### config.mk
export PLATFORM = sky130hd
export DESIGN_NAME = ts_sync_lock
export DESIGN_NICKNAME = d
export VERILOG_FILES = /design/src/rtl/ts_sync_pkg.sv /design/src/rtl/ts_sync_pos.sv /design/src/rtl/ts_sync_fsm.sv /design/src/rtl/ts_sync_out.sv /design/src/rtl/ts_sync_lock.sv
export SDC_FILE = /design/constraint.sdc
export NUM_CORES = 1
export LEC_CHECK = 0
export BUFFER_PORTS_ARGS = -buffer_cell sky130_fd_sc_hd__buf_2
export CAP_MARGIN = 20
export CORE_AREA = 5 5 69 71
export CTS_BUF_LIST = sky130_fd_sc_hd__clkbuf_4
export CTS_CLUSTER_DIAMETER = 30
export CTS_CLUSTER_SIZE = 30
export DETAILED_ROUTE_END_ITERATION = 6
export DIE_AREA = 0 0 74 76
export GPL_TIMING_DRIVEN = 0
export PLACE_DENSITY = 0.91
export SLEW_MARGIN = 20
export SYNTH_ARGS = -nofsm -noshare
export SYNTH_HDL_FRONTEND = slang
export SYNTH_HIERARCHICAL = 1
export SYNTH_SLANG_ARGS = --single-unit
### constraint.sdc
create_clock -name clk_i -period 2.73 [get_ports clk_i]
set_input_delay 0.273 -clock clk_i [delete_from_list [all_inputs] [get_ports clk_i]]
set_output_delay 0.273 -clock clk_i [all_outputs]
set_load 0.01 [all_outputs]
### src/rtl/ts_sync_pkg.sv
package ts_sync_pkg;
  typedef enum logic [1:0] {
    ST_HUNT   = 2'd0,
    ST_VERIFY = 2'd1,
    ST_LOCKED = 2'd2
  } sync_state_e;

  localparam logic [7:0] DEF_TOKEN    = 8'h47;
  localparam int         DEF_PKT_LEN  = 188;
  localparam int         DEF_LOCK_CNT = 9;
  localparam int         DEF_DROP_CNT = 9;
endpackage

### src/rtl/ts_sync_pos.sv
module ts_sync_pos #(
  parameter int LEN_W = 8
) (
  input  logic             clk_i,
  input  logic             rst_ni,
  input  logic             adv_i,
  input  logic             restart_i,
  output logic [LEN_W-1:0] pos_o
);
  localparam logic [LEN_W-1:0] POS_ONE = LEN_W'(1);
  localparam logic [LEN_W-1:0] POS_MAX = '1;

  always_ff @(posedge clk_i or negedge rst_ni) begin
    if (!rst_ni)                           pos_o <= '0;
    else if (restart_i)                    pos_o <= POS_ONE;
    else if (adv_i && (pos_o != POS_MAX))  pos_o <= pos_o + POS_ONE;
  end
endmodule

### src/rtl/ts_sync_fsm.sv
module ts_sync_fsm
  import ts_sync_pkg::*;
#(
  parameter int DATA_W = 8,
  parameter int LEN_W  = 8,
  parameter int CNT_W  = 4
) (
  input  logic              clk_i,
  input  logic              rst_ni,
  input  logic              valid_i,
  input  logic [DATA_W-1:0] byte_i,
  input  logic [DATA_W-1:0] token_i,
  input  logic [CNT_W-1:0]  lock_cnt_i,
  input  logic [CNT_W-1:0]  drop_cnt_i,
  input  logic [LEN_W-1:0]  pkt_len_i,
  input  logic [LEN_W-1:0]  pos_i,
  output logic              restart_o,
  output logic              emit_o,
  output logic              sop_o,
  output logic              eop_o,
  output logic              locked_o
);
  localparam logic [CNT_W-1:0] CNT_ONE = CNT_W'(1);
  localparam logic [LEN_W-1:0] LEN_ONE = LEN_W'(1);

  sync_state_e      state_q, state_d;
  logic [CNT_W-1:0] hit_q, hit_d, miss_q, miss_d;
  logic [CNT_W:0]   hit_inc, miss_inc;
  logic [CNT_W-1:0] lock_eff, drop_eff;
  logic             is_tok, at_exp, at_last, lock_now, drop_now;

  assign is_tok   = (byte_i == token_i);
  assign at_exp   = (pos_i == pkt_len_i);
  assign at_last  = (pos_i == pkt_len_i - LEN_ONE);
  assign lock_eff = (lock_cnt_i == '0) ? CNT_ONE : lock_cnt_i;
  assign drop_eff = (drop_cnt_i == '0) ? CNT_ONE : drop_cnt_i;
  assign hit_inc  = {1'b0, hit_q} + (CNT_W+1)'(1);
  assign miss_inc = {1'b0, miss_q} + (CNT_W+1)'(1);

  always_comb begin
    state_d   = state_q;
    hit_d     = hit_q;
    miss_d    = miss_q;
    restart_o = 1'b0;
    lock_now  = 1'b0;
    drop_now  = 1'b0;
    unique case (state_q)
      ST_HUNT: begin
        if (valid_i && is_tok) begin
          restart_o = 1'b1;
          hit_d     = CNT_ONE;
          miss_d    = '0;
          if (lock_eff == CNT_ONE) begin
            state_d  = ST_LOCKED;
            lock_now = 1'b1;
          end else begin
            state_d = ST_VERIFY;
          end
        end
      end
      ST_VERIFY: begin
        if (valid_i && at_exp) begin
          if (is_tok) begin
            restart_o = 1'b1;
            hit_d     = hit_inc[CNT_W-1:0];
            if (hit_inc >= {1'b0, lock_eff}) begin
              state_d  = ST_LOCKED;
              lock_now = 1'b1;
              miss_d   = '0;
            end
          end else begin
            state_d = ST_HUNT;
            hit_d   = '0;
          end
        end
      end
      ST_LOCKED: begin
        if (valid_i && at_exp) begin
          if (is_tok) begin
            restart_o = 1'b1;
            miss_d    = '0;
          end else if (miss_inc >= {1'b0, drop_eff}) begin
            state_d  = ST_HUNT;
            drop_now = 1'b1;
            miss_d   = '0;
            hit_d    = '0;
          end else begin
            restart_o = 1'b1;
            miss_d    = miss_inc[CNT_W-1:0];
          end
        end
      end
      default: state_d = ST_HUNT;
    endcase
  end

  always_ff @(posedge clk_i or negedge rst_ni) begin
    if (!rst_ni) begin
      state_q <= ST_HUNT;
      hit_q   <= '0;
      miss_q  <= '0;
    end else begin
      state_q <= state_d;
      hit_q   <= hit_d;
      miss_q  <= miss_d;
    end
  end

  assign locked_o = (state_q == ST_LOCKED);
  assign emit_o   = valid_i && ((locked_o && !drop_now) || lock_now);
  assign sop_o    = emit_o && (lock_now || at_exp);
  assign eop_o    = emit_o && locked_o && at_last && !at_exp;

  AST_LOCK_ON_TOKEN: assert property (@(posedge clk_i) disable iff (!rst_ni)
    $rose(locked_o) |-> $past(valid_i && (byte_i == token_i)));
  AST_DROP_ON_MISS: assert property (@(posedge clk_i) disable iff (!rst_ni)
    $fell(locked_o) |-> $past(valid_i && (byte_i != token_i)));
  AST_IDLE_HOLDS_STATE: assert property (@(posedge clk_i) disable iff (!rst_ni)
    !valid_i |=> $stable(locked_o));
endmodule

### src/rtl/ts_sync_out.sv
module ts_sync_out #(
  parameter int DATA_W = 8
) (
  input  logic              clk_i,
  input  logic              rst_ni,
  input  logic              emit_i,
  input  logic              sop_i,
  input  logic              eop_i,
  input  logic [DATA_W-1:0] byte_i,
  output logic [DATA_W-1:0] data_o,
  output logic              valid_o,
  output logic              sop_o,
  output logic              eop_o
);
  always_ff @(posedge clk_i or negedge rst_ni) begin
    if (!rst_ni) begin
      data_o  <= '0;
      valid_o <= 1'b0;
      sop_o   <= 1'b0;
      eop_o   <= 1'b0;
    end else begin
      valid_o <= emit_i;
      sop_o   <= sop_i;
      eop_o   <= eop_i;
      if (emit_i) data_o <= byte_i;
    end
  end

  AST_MARK_NEEDS_VALID: assert property (@(posedge clk_i) disable iff (!rst_ni)
    (sop_o || eop_o) |-> valid_o);
  AST_SOP_EOP_EXCL: assert property (@(posedge clk_i) disable iff (!rst_ni)
    !(sop_o && eop_o));
endmodule

### src/rtl/ts_sync_lock.sv
module ts_sync_lock #(
  parameter int DATA_W = 8,
  parameter int LEN_W  = 8,
  parameter int CNT_W  = 4
) (
  input  logic              clk_i,
  input  logic              rst_ni,
  input  logic [DATA_W-1:0] byte_i,
  input  logic              valid_i,
  input  logic [DATA_W-1:0] token_i,
  input  logic [CNT_W-1:0]  lock_cnt_i,
  input  logic [CNT_W-1:0]  drop_cnt_i,
  input  logic [LEN_W-1:0]  pkt_len_i,
  output logic [DATA_W-1:0] data_o,
  output logic              valid_o,
  output logic              sop_o,
  output logic              eop_o,
  output logic              locked_o
);
  logic [LEN_W-1:0] pos;
  logic             restart, emit, sop_c, eop_c;

  ts_sync_pos #(.LEN_W(LEN_W)) u_pos (
    .clk_i     (clk_i),
    .rst_ni    (rst_ni),
    .adv_i     (valid_i),
    .restart_i (restart),
    .pos_o     (pos)
  );

  ts_sync_fsm #(.DATA_W(DATA_W), .LEN_W(LEN_W), .CNT_W(CNT_W)) u_fsm (
    .clk_i      (clk_i),
    .rst_ni     (rst_ni),
    .valid_i    (valid_i),
    .byte_i     (byte_i),
    .token_i    (token_i),
    .lock_cnt_i (lock_cnt_i),
    .drop_cnt_i (drop_cnt_i),
    .pkt_len_i  (pkt_len_i),
    .pos_i      (pos),
    .restart_o  (restart),
    .emit_o     (emit),
    .sop_o      (sop_c),
    .eop_o      (eop_c),
    .locked_o   (locked_o)
  );

  ts_sync_out #(.DATA_W(DATA_W)) u_out (
    .clk_i   (clk_i),
    .rst_ni  (rst_ni),
    .emit_i  (emit),
    .sop_i   (sop_c),
    .eop_i   (eop_c),
    .byte_i  (byte_i),
    .data_o  (data_o),
    .valid_o (valid_o),
    .sop_o   (sop_o),
    .eop_o   (eop_o)
  );

  AST_VALID_ONLY_LOCKED: assert property (@(posedge clk_i) disable iff (!rst_ni)
    valid_o |-> locked_o);
  AST_POS_BOUND: assert property (@(posedge clk_i) disable iff (!rst_ni)
    locked_o |-> (pos <= pkt_len_i));
endmodule

==> results by group, run 1 <==
Timing
  • Fmax: 0.394 GHz
  • Max-Slew Margin vs Limit: 0.550
  • Final setup viols: 0
  • Final hold violations: 0
  • Layout Skew: 0.0106 ns
  • Final slew viol count: 0
  • Final min period: 2.54 ns
  • Setup_tns: 0 ns
  • RSZ-0062 raised after global routing: no
  • Final period utilization: 0.930
  • Worst-Margin Slew: 0.675 ns

Clock network
  • Root Driver: clkbuf_4
  • Skew-Pair Late Insertion Delay: 0.34 ns
  • Worst-path clk slew: 0.11 ns
  • # Post-CTS Setup Buffers: 0
  • CTS Buffer Depth: 2
  • Sink Count: 29
  • CTS tree: yes
  • # H-tree levels: 2
  • CTS Buf Count: 5

Floorplanning
  • Horiz. Die Dim: 74 µm
  • Starting Density: 0.535
  • # IOs: 47
  • Core area: 4170 µm²
  • Die Ht: 76 µm
  • Die area: 5620 µm²
  • Std-Cell Rows: 24

Pwr
  • Power Density: 843 nW/µm²
  • Clock power frac: 0.166
  • Sequential share of power: 0.336
  • P_leak: 1.25 nW
  • Sw Share: 0.417
  • Internal: 1.30 mW
  • Comb pwr share: 0.497
  • Design Power: 2.22 mW
  • NetSw: 0.927 mW
  • VDD IR-drop max: 483 µV

Synth
  • Register area share after synthesis: 0.325
  • Cells after Synth: 226
  • Dominant cell type by area after synthesis: dfrtp_1
  • Mean Syn Cell Area: 9.88 µm²
  • Cell Area, Synth: 2230 µm²
  • Yosys warning count: 6
  • Ys async rst share: 1.00
  • Share of the synthesized area in the top cell type: 0.325
  • #FFs+latches synth: 29
  • Syn nets: 277
  • EDFF count, synth: 0
  • Top FF cell, synth: dfrtp_1
  • Yosys cell types: 60
  • Top cells by area, synth: dfrtp_1, ha_1, xnor2_1, mux2_4, inv_1
  • Most frequent cells after synthesis: dfrtp_1, ha_1, xnor2_1
  • Most frequent cell after synthesis: dfrtp_1

Final layout
  • Syn-to-layout area delta: 18.2%
  • N_diodes: 0
  • Share of cells above drive strength 1: 0.310
  • Final Instance Count excl. Fillers: 333
  • Design Area, Final: 2640 µm²
  • Nets: 331

Placement
  • Post-Place Cells: 324
  • Port bufs: 46
  • Placed cell area: 2530 µm²
  • DPL Wire Length: 3.93 mm
  • Routability cong.: 0.865

Routing
  • Residual DRC: 0
  • DRT Wirelength: 5.20 mm
  • Wirelength per Cell: 15.6 µm
  • Initial detailed-routing violation count: 151
  • Total vias in the final route: 1,933
  • Antenna viol nets, final: 0
  • Mean number of vias per cell: 5.80
  • Drt pass-1 iters: 4

Job
  • Max_cap viols: 0

Global routing
  • GRT Overall Usage: 0.197
  • Largest net degree at the start of global routing: 30
  • Overflow after GRT: 0
  • First-pass GRT wire length: 8.94 mm
  • Vias in the first global route: 1,964
  • Initial antenna violation count: 0

Hold path
  • Worst min path class: in2reg

Status
  • Status: finished clean

Critical path
  • Critical path required time: 2.96 ns
  • Startpoint Class: register
  • Critical Path AT: 2.76 ns
  • Crit-path max FO: 8
  • CP endpoint kind: register
  • WS Path Type: reg2reg
-- worst paths after layout --
check / start / end / slack [ns] / cells past startpoint
max in group asynchronous: rst_ni / u_out/data_o[4] / 1.80 / 2
setup / recovery: u_fsm/hit_q[0] / u_out/data_o[7] / 0.19 / 10
min in group asynchronous: rst_ni / u_pos/pos_o[1] / 0.50 / 2
hold / removal: byte_i[0] / u_out/data_o[0] / 0.18 / 2
setup reg to reg: u_fsm/hit_q[0] / u_out/data_o[7] / 0.19 / 10
hold reg to reg: u_out/data_o[4] / u_out/data_o[4] / 0.52 / 1
-- worst max-delay path, stage by stage (launching register included) --
cell	delay [ns]
dfrtp_1	0.44
ha_1	0.25
xor2_1	0.15
ha_1	0.29
o21ai_0	0.16
o21ai_1	0.12
a31oi_1	0.27
nor2_1	0.07
o21a_1	0.22
buf_6	0.16
mux2_4	0.30
-- per-layer routing --
layer / wire length (µm) / share of wire / global-route usage / up-vias
met1: 2070 / 0.40 / 0.237 / 926
met5: 0 / 0 / 0 / -
met4: 102 / 0.020 / 0.0580 / 0
met2: 2750 / 0.53 / 0.348 / 65
li1: - / - / - / 928
met3: 281 / 0.054 / 0.0369 / 14
-- layout make-up --
cell class	instances	area [µm²]
Buffer	4	27.5
Clock buffer	5	37.5
Clock inverter	3	46.3
Fill cell	336	1540
Inverter	16	60.1
Multi-Input combinational cell	177	1440
Sequential cell	29	726
Tap cell	52	65.1
Timing Repair Buffer	47	240
-- logic make-up after synthesis --
logic type,after synthesis,synth area share
buffers and inverters,20,0.0376
AOI/OAI and AO/OA,44,0.140
adders and majority gates,16,0.0897
muxes,17,0.0970
and+or+nand+nor,77,0.206
DFF,29,0.325
xor gates and xnor gates,23,0.105
-- metrics by stage --
stage | util | worst slack (ns) | hold WS [ns]
3_5_place_dp | 0.606 | -0.0653 | 0.348
5_1_grt | 0.632 | 0.00276 | 0.166
3_3_place_gp | 0.606 | -0.0237 | 0.339
2_1_floorplan | - | 0.335 | -0.0226
6_report | 0.632 | 0.191 | 0.180
4_1_cts | 0.628 | 0.0988 | 0.177
-- power by group through the flow --
| stage | logic [mW] | registers (mW) | clock network, mW |
|---|---|---|---|
| global route | 1.22 | 0.776 | 0.397 |
| global placement | 1.03 | 0.741 | 0 |
| floorplan | 0.802 | 0.738 | 0 |
| finish | 1.11 | 0.747 | 0.370 |
| detailed placement | 1.08 | 0.754 | 0 |
| CTS | 1.09 | 0.749 | 0.373 |
-- flip-flops by register name (all words and copies together) (netlist names) --
| name | cells |
|---|---|
| u_out/eop_o | 1 |
| u_fsm/miss_q | 4 |
| u_out/data_o | 8 |
| u_fsm/hit_q | 4 |
| u_out/sop_o | 1 |
| u_fsm/state_q | 2 |
| u_pos/pos_o | 8 |
| u_out/valid_o | 1 |
-- cell usage in the layout, fill, tap and decap left out, types with 2 or more instances in the layout --
cell type	n
a22o_1	2
clkbuf_4	6
inv_1	15
o21a_1	2
o21ai_0	5
mux2_2	3
mux2_1	2
nand2_1	8
o21ai_1	2
ha_1	16
nand3_1	10
a31oi_1	5
nor3_1	10
dfrtp_1	29
mux2_4	8
xnor2_2	2
a211oi_1	2
nor2b_1	6
xnor2_1	16
a32oi_1	2
nand2b_1	7
mux2i_1	4
a21oi_1	8
nor3b_1	3
or2_2	2
and3_1	2
nor2_1	11
nand4_1	3
xor2_1	4
buf_2	47
or3_1	2
-- timing repair --
action | in CTS | in global routing
endpoints found under the hold margin | 29 | 0
setup endpoints to repair | 1 | 11
hold buffers | 1 | 0
gates resized for setup | 1 | 7
pin swaps | 0 | 1
No activity file was read; power rests on OpenSTA's default activity.
==> run 2, diff against run 1 <==
- CORE_AREA: 5 5 69 71 -> 5 5 67 69
- DIE_AREA: 0 0 74 76 -> 0 0 72 74
- PLACE_DENSITY: 0.91 -> 0.95
- clock period: 2.73 -> 3.1 ns (I/O delays scaled with it)
==> run 2 against run 1 <==
Net effect: the run now ends with hold timing left; setup slack better by 0.11 ns; register-to-register slack better by 0.11 ns; fmax is 9.3% lower; final area is 1.3% lower; flip-flop and latch count stayed put; cell count is 0.90% lower; first-iteration DRC count is 23% lower; critical endpoint is now u_pos/pos_o[3]; sequential share of layout area is 0.36 points higher.
==> results by group, run 2 (synthesis results as in run 1) <==
Clock network
  • # Post-CTS Setup Buffers: 0
  • CTS tree: yes
  • Root Driver: clkbuf_4
  • Worst-path clk slew: 0.10 ns
  • Sink Count: 29
  • Cts hold-fix bufs: 0
  • CTS Buffer Depth: 2
  • # H-tree levels: 2
  • CTS Buf Count: 5
  • Skew-Pair Late Insertion Delay: 0.33 ns
  • Resize count post-CTS: 0

Routing
  • Antenna viol nets, final: 0
  • Residual DRC: 0
  • Drt pass-1 iters: 4
  • Total vias in the final route: 1,941
  • Wirelength per Cell: 15.0 µm
  • Mean number of vias per cell: 5.88
  • Initial detailed-routing violation count: 117
  • DRT Wirelength: 4.95 mm

Placement
  • Setup WS pre-CTS: 0.225 ns
  • Port bufs: 46
  • Post-Place Cells: 322
  • DPL Wire Length: 3.79 mm
  • Routability cong.: 0.867

Critical path
  • Startpoint Class: register
  • Reg2reg start: u_fsm/miss_q[0]
  • Crit-path most repeated cell: ha_1
  • Top delay family on crit path: compound AO/OA/AOI/OAI gates
  • Critical Path AT: 3.02 ns
  • CP endpoint kind: register
  • Critical Path Max Stage Delay: 0.44 ns
  • Critical Path Stages: 11
  • Reg2Reg Depth: 11
  • Worst R2R End: u_pos/pos_o[3]
  • Crit-path max FO: 10
  • Critical path required time: 3.32 ns
  • Critical Path, Cell by Cell: ha_1 -> xor2_1 -> ha_1 -> o21ai_0 -> o21ai_1 -> nand2_1 -> nand3_1 -> a21oi_1 -> clkbuf_1 -> nor2_1 -> mux2_2
  • CP Buf/Inv Count: 1
  • WS Path Type: reg2reg
  • Slowest CP cell: dfrtp_1
  • Reg2reg setup slack: 0.30 ns

Timing
  • Fin Hold WS: -0.00688 ns
  • Final period utilization: 0.903
  • Layout Skew: 0.0107 ns
  • Final min period: 2.80 ns
  • Setup_tns: 0 ns
  • Max-Slew Margin vs Limit: 0.567
  • Final slew viol count: 0
  • Fmax: 0.357 GHz
  • RSZ-0062 raised after global routing: no
  • Worst-Margin Slew: 0.650 ns
  • Final hold violations: 11
  • Final setup viols: 0
  • Final WS setup: 0.300 ns

Floorplanning
  • Starting Density: 0.579
  • # IOs: 47
  • Core area: 3860 µm²
  • Die Ht: 74 µm
  • Std-Cell Rows: 23
  • Horiz. Die Dim: 72 µm
  • Die area: 5330 µm²

Status
  • Failing checks: hold timing
  • Status: complete, but fails checks

Final layout
  • Nets: 330
  • Top Registers: u_out/data_o x8, u_pos/pos_o x8
  • Commonest non-fill, non-tap cell in the layout: buf_2
  • Commonest cells after routing, fill and taps aside: buf_2, dfrtp_1, xnor2_1, ha_1, inv_1
  • Layout fillers: 303
  • Syn-to-layout area delta: 16.6%
  • Share of cells above drive strength 1: 0.293
  • N_diodes: 0
  • Final Instance Count excl. Fillers: 330

Global routing
  • Largest net degree at the start of global routing: 30
  • GRT Overall Usage: 0.194
  • Initial antenna violation count: 0
  • Vias in the first global route: 1,979
  • First-pass GRT wire length: 8.17 mm
  • Overflow after GRT: 0

Pwr
  • VDD IR-drop max: 377 µV
  • P_leak: 1.24 nW
  • Power Density: 744 nW/µm²

Job
  • Max_cap viols: 0

Hold path
  • Worst min path class: in2async
==> run 2: changes by cell type in the layout (fill, tap and decap cells not counted), sizes merged <==
| cell | previous run | this run |
|---|---|---|
| clkinvlp | 1 | 0 |
| dlygate4sd3 | 1 | 0 |
| clkbuf | 7 | 8 |
==> run 2: final cells by class <==
class	instances	area (µm²)	share of cell area
buffer	4	23.8	0.00913
clock buffer	6	45.0	0.0173
clock inverter	2	33.8	0.0130
inverter	16	60.1	0.0231
multi-input combinational	177	1420	0.546
sequential	29	726	0.279
tap	50	62.6	0.0240
timing repair buffer	46	230	0.0884
==> run 2: power breakdown <==
group	switching, mW	internal [mW]
clock network	0.137	0.176
registers	0.158	0.500
logic	0.500	0.466
==> run 2: through the flow <==
step,util,total power [mW],hold slack [ns],instance area (µm²)
final,0.675,1.94,-0.00688,2600
after CTS,0.675,1.94,0.00973,2600
after global routing,0.675,2.07,0.0301,2600
after detailed placement,0.655,1.62,0.380,2520
after floorplan,-,1.36,0.0144,2230
after global placement,0.655,1.56,0.368,2520
==> run 2: worst reg2reg max path, stage by stage (launching register included) <==
cell and delay [ns]:
dfrtp_1 0.44, ha_1 0.27, xor2_1 0.16, ha_1 0.29, o21ai_0 0.18, o21ai_1 0.18
nand2_1 0.13, nand3_1 0.08, a21oi_1 0.24, clkbuf_1 0.38, nor2_1 0.09, mux2_2 0.27
==> run 2: metal layers <==
metal	routed length (µm)	global-route usage
met5	0	0
met1	1990	0.212
met2	2560	0.362
met4	113	0.0835
met3	290	0.0446
==> run 2: worst max-delay path by stage <==
stage / from / endpoint / slack, ns
after floorplan: lock_cnt_i[1] / u_out/data_o[0] / 0.70
after global placement: lock_cnt_i[1] / u_out/data_o[4] / 0.32
after detailed placement: lock_cnt_i[1] / u_out/data_o[0] / 0.23
after CTS: u_fsm/miss_q[0] / u_pos/pos_o[3] / 0.34
after global routing: u_fsm/miss_q[0] / u_pos/pos_o[3] / 0.13
final: u_fsm/miss_q[0] / u_pos/pos_o[3] / 0.30
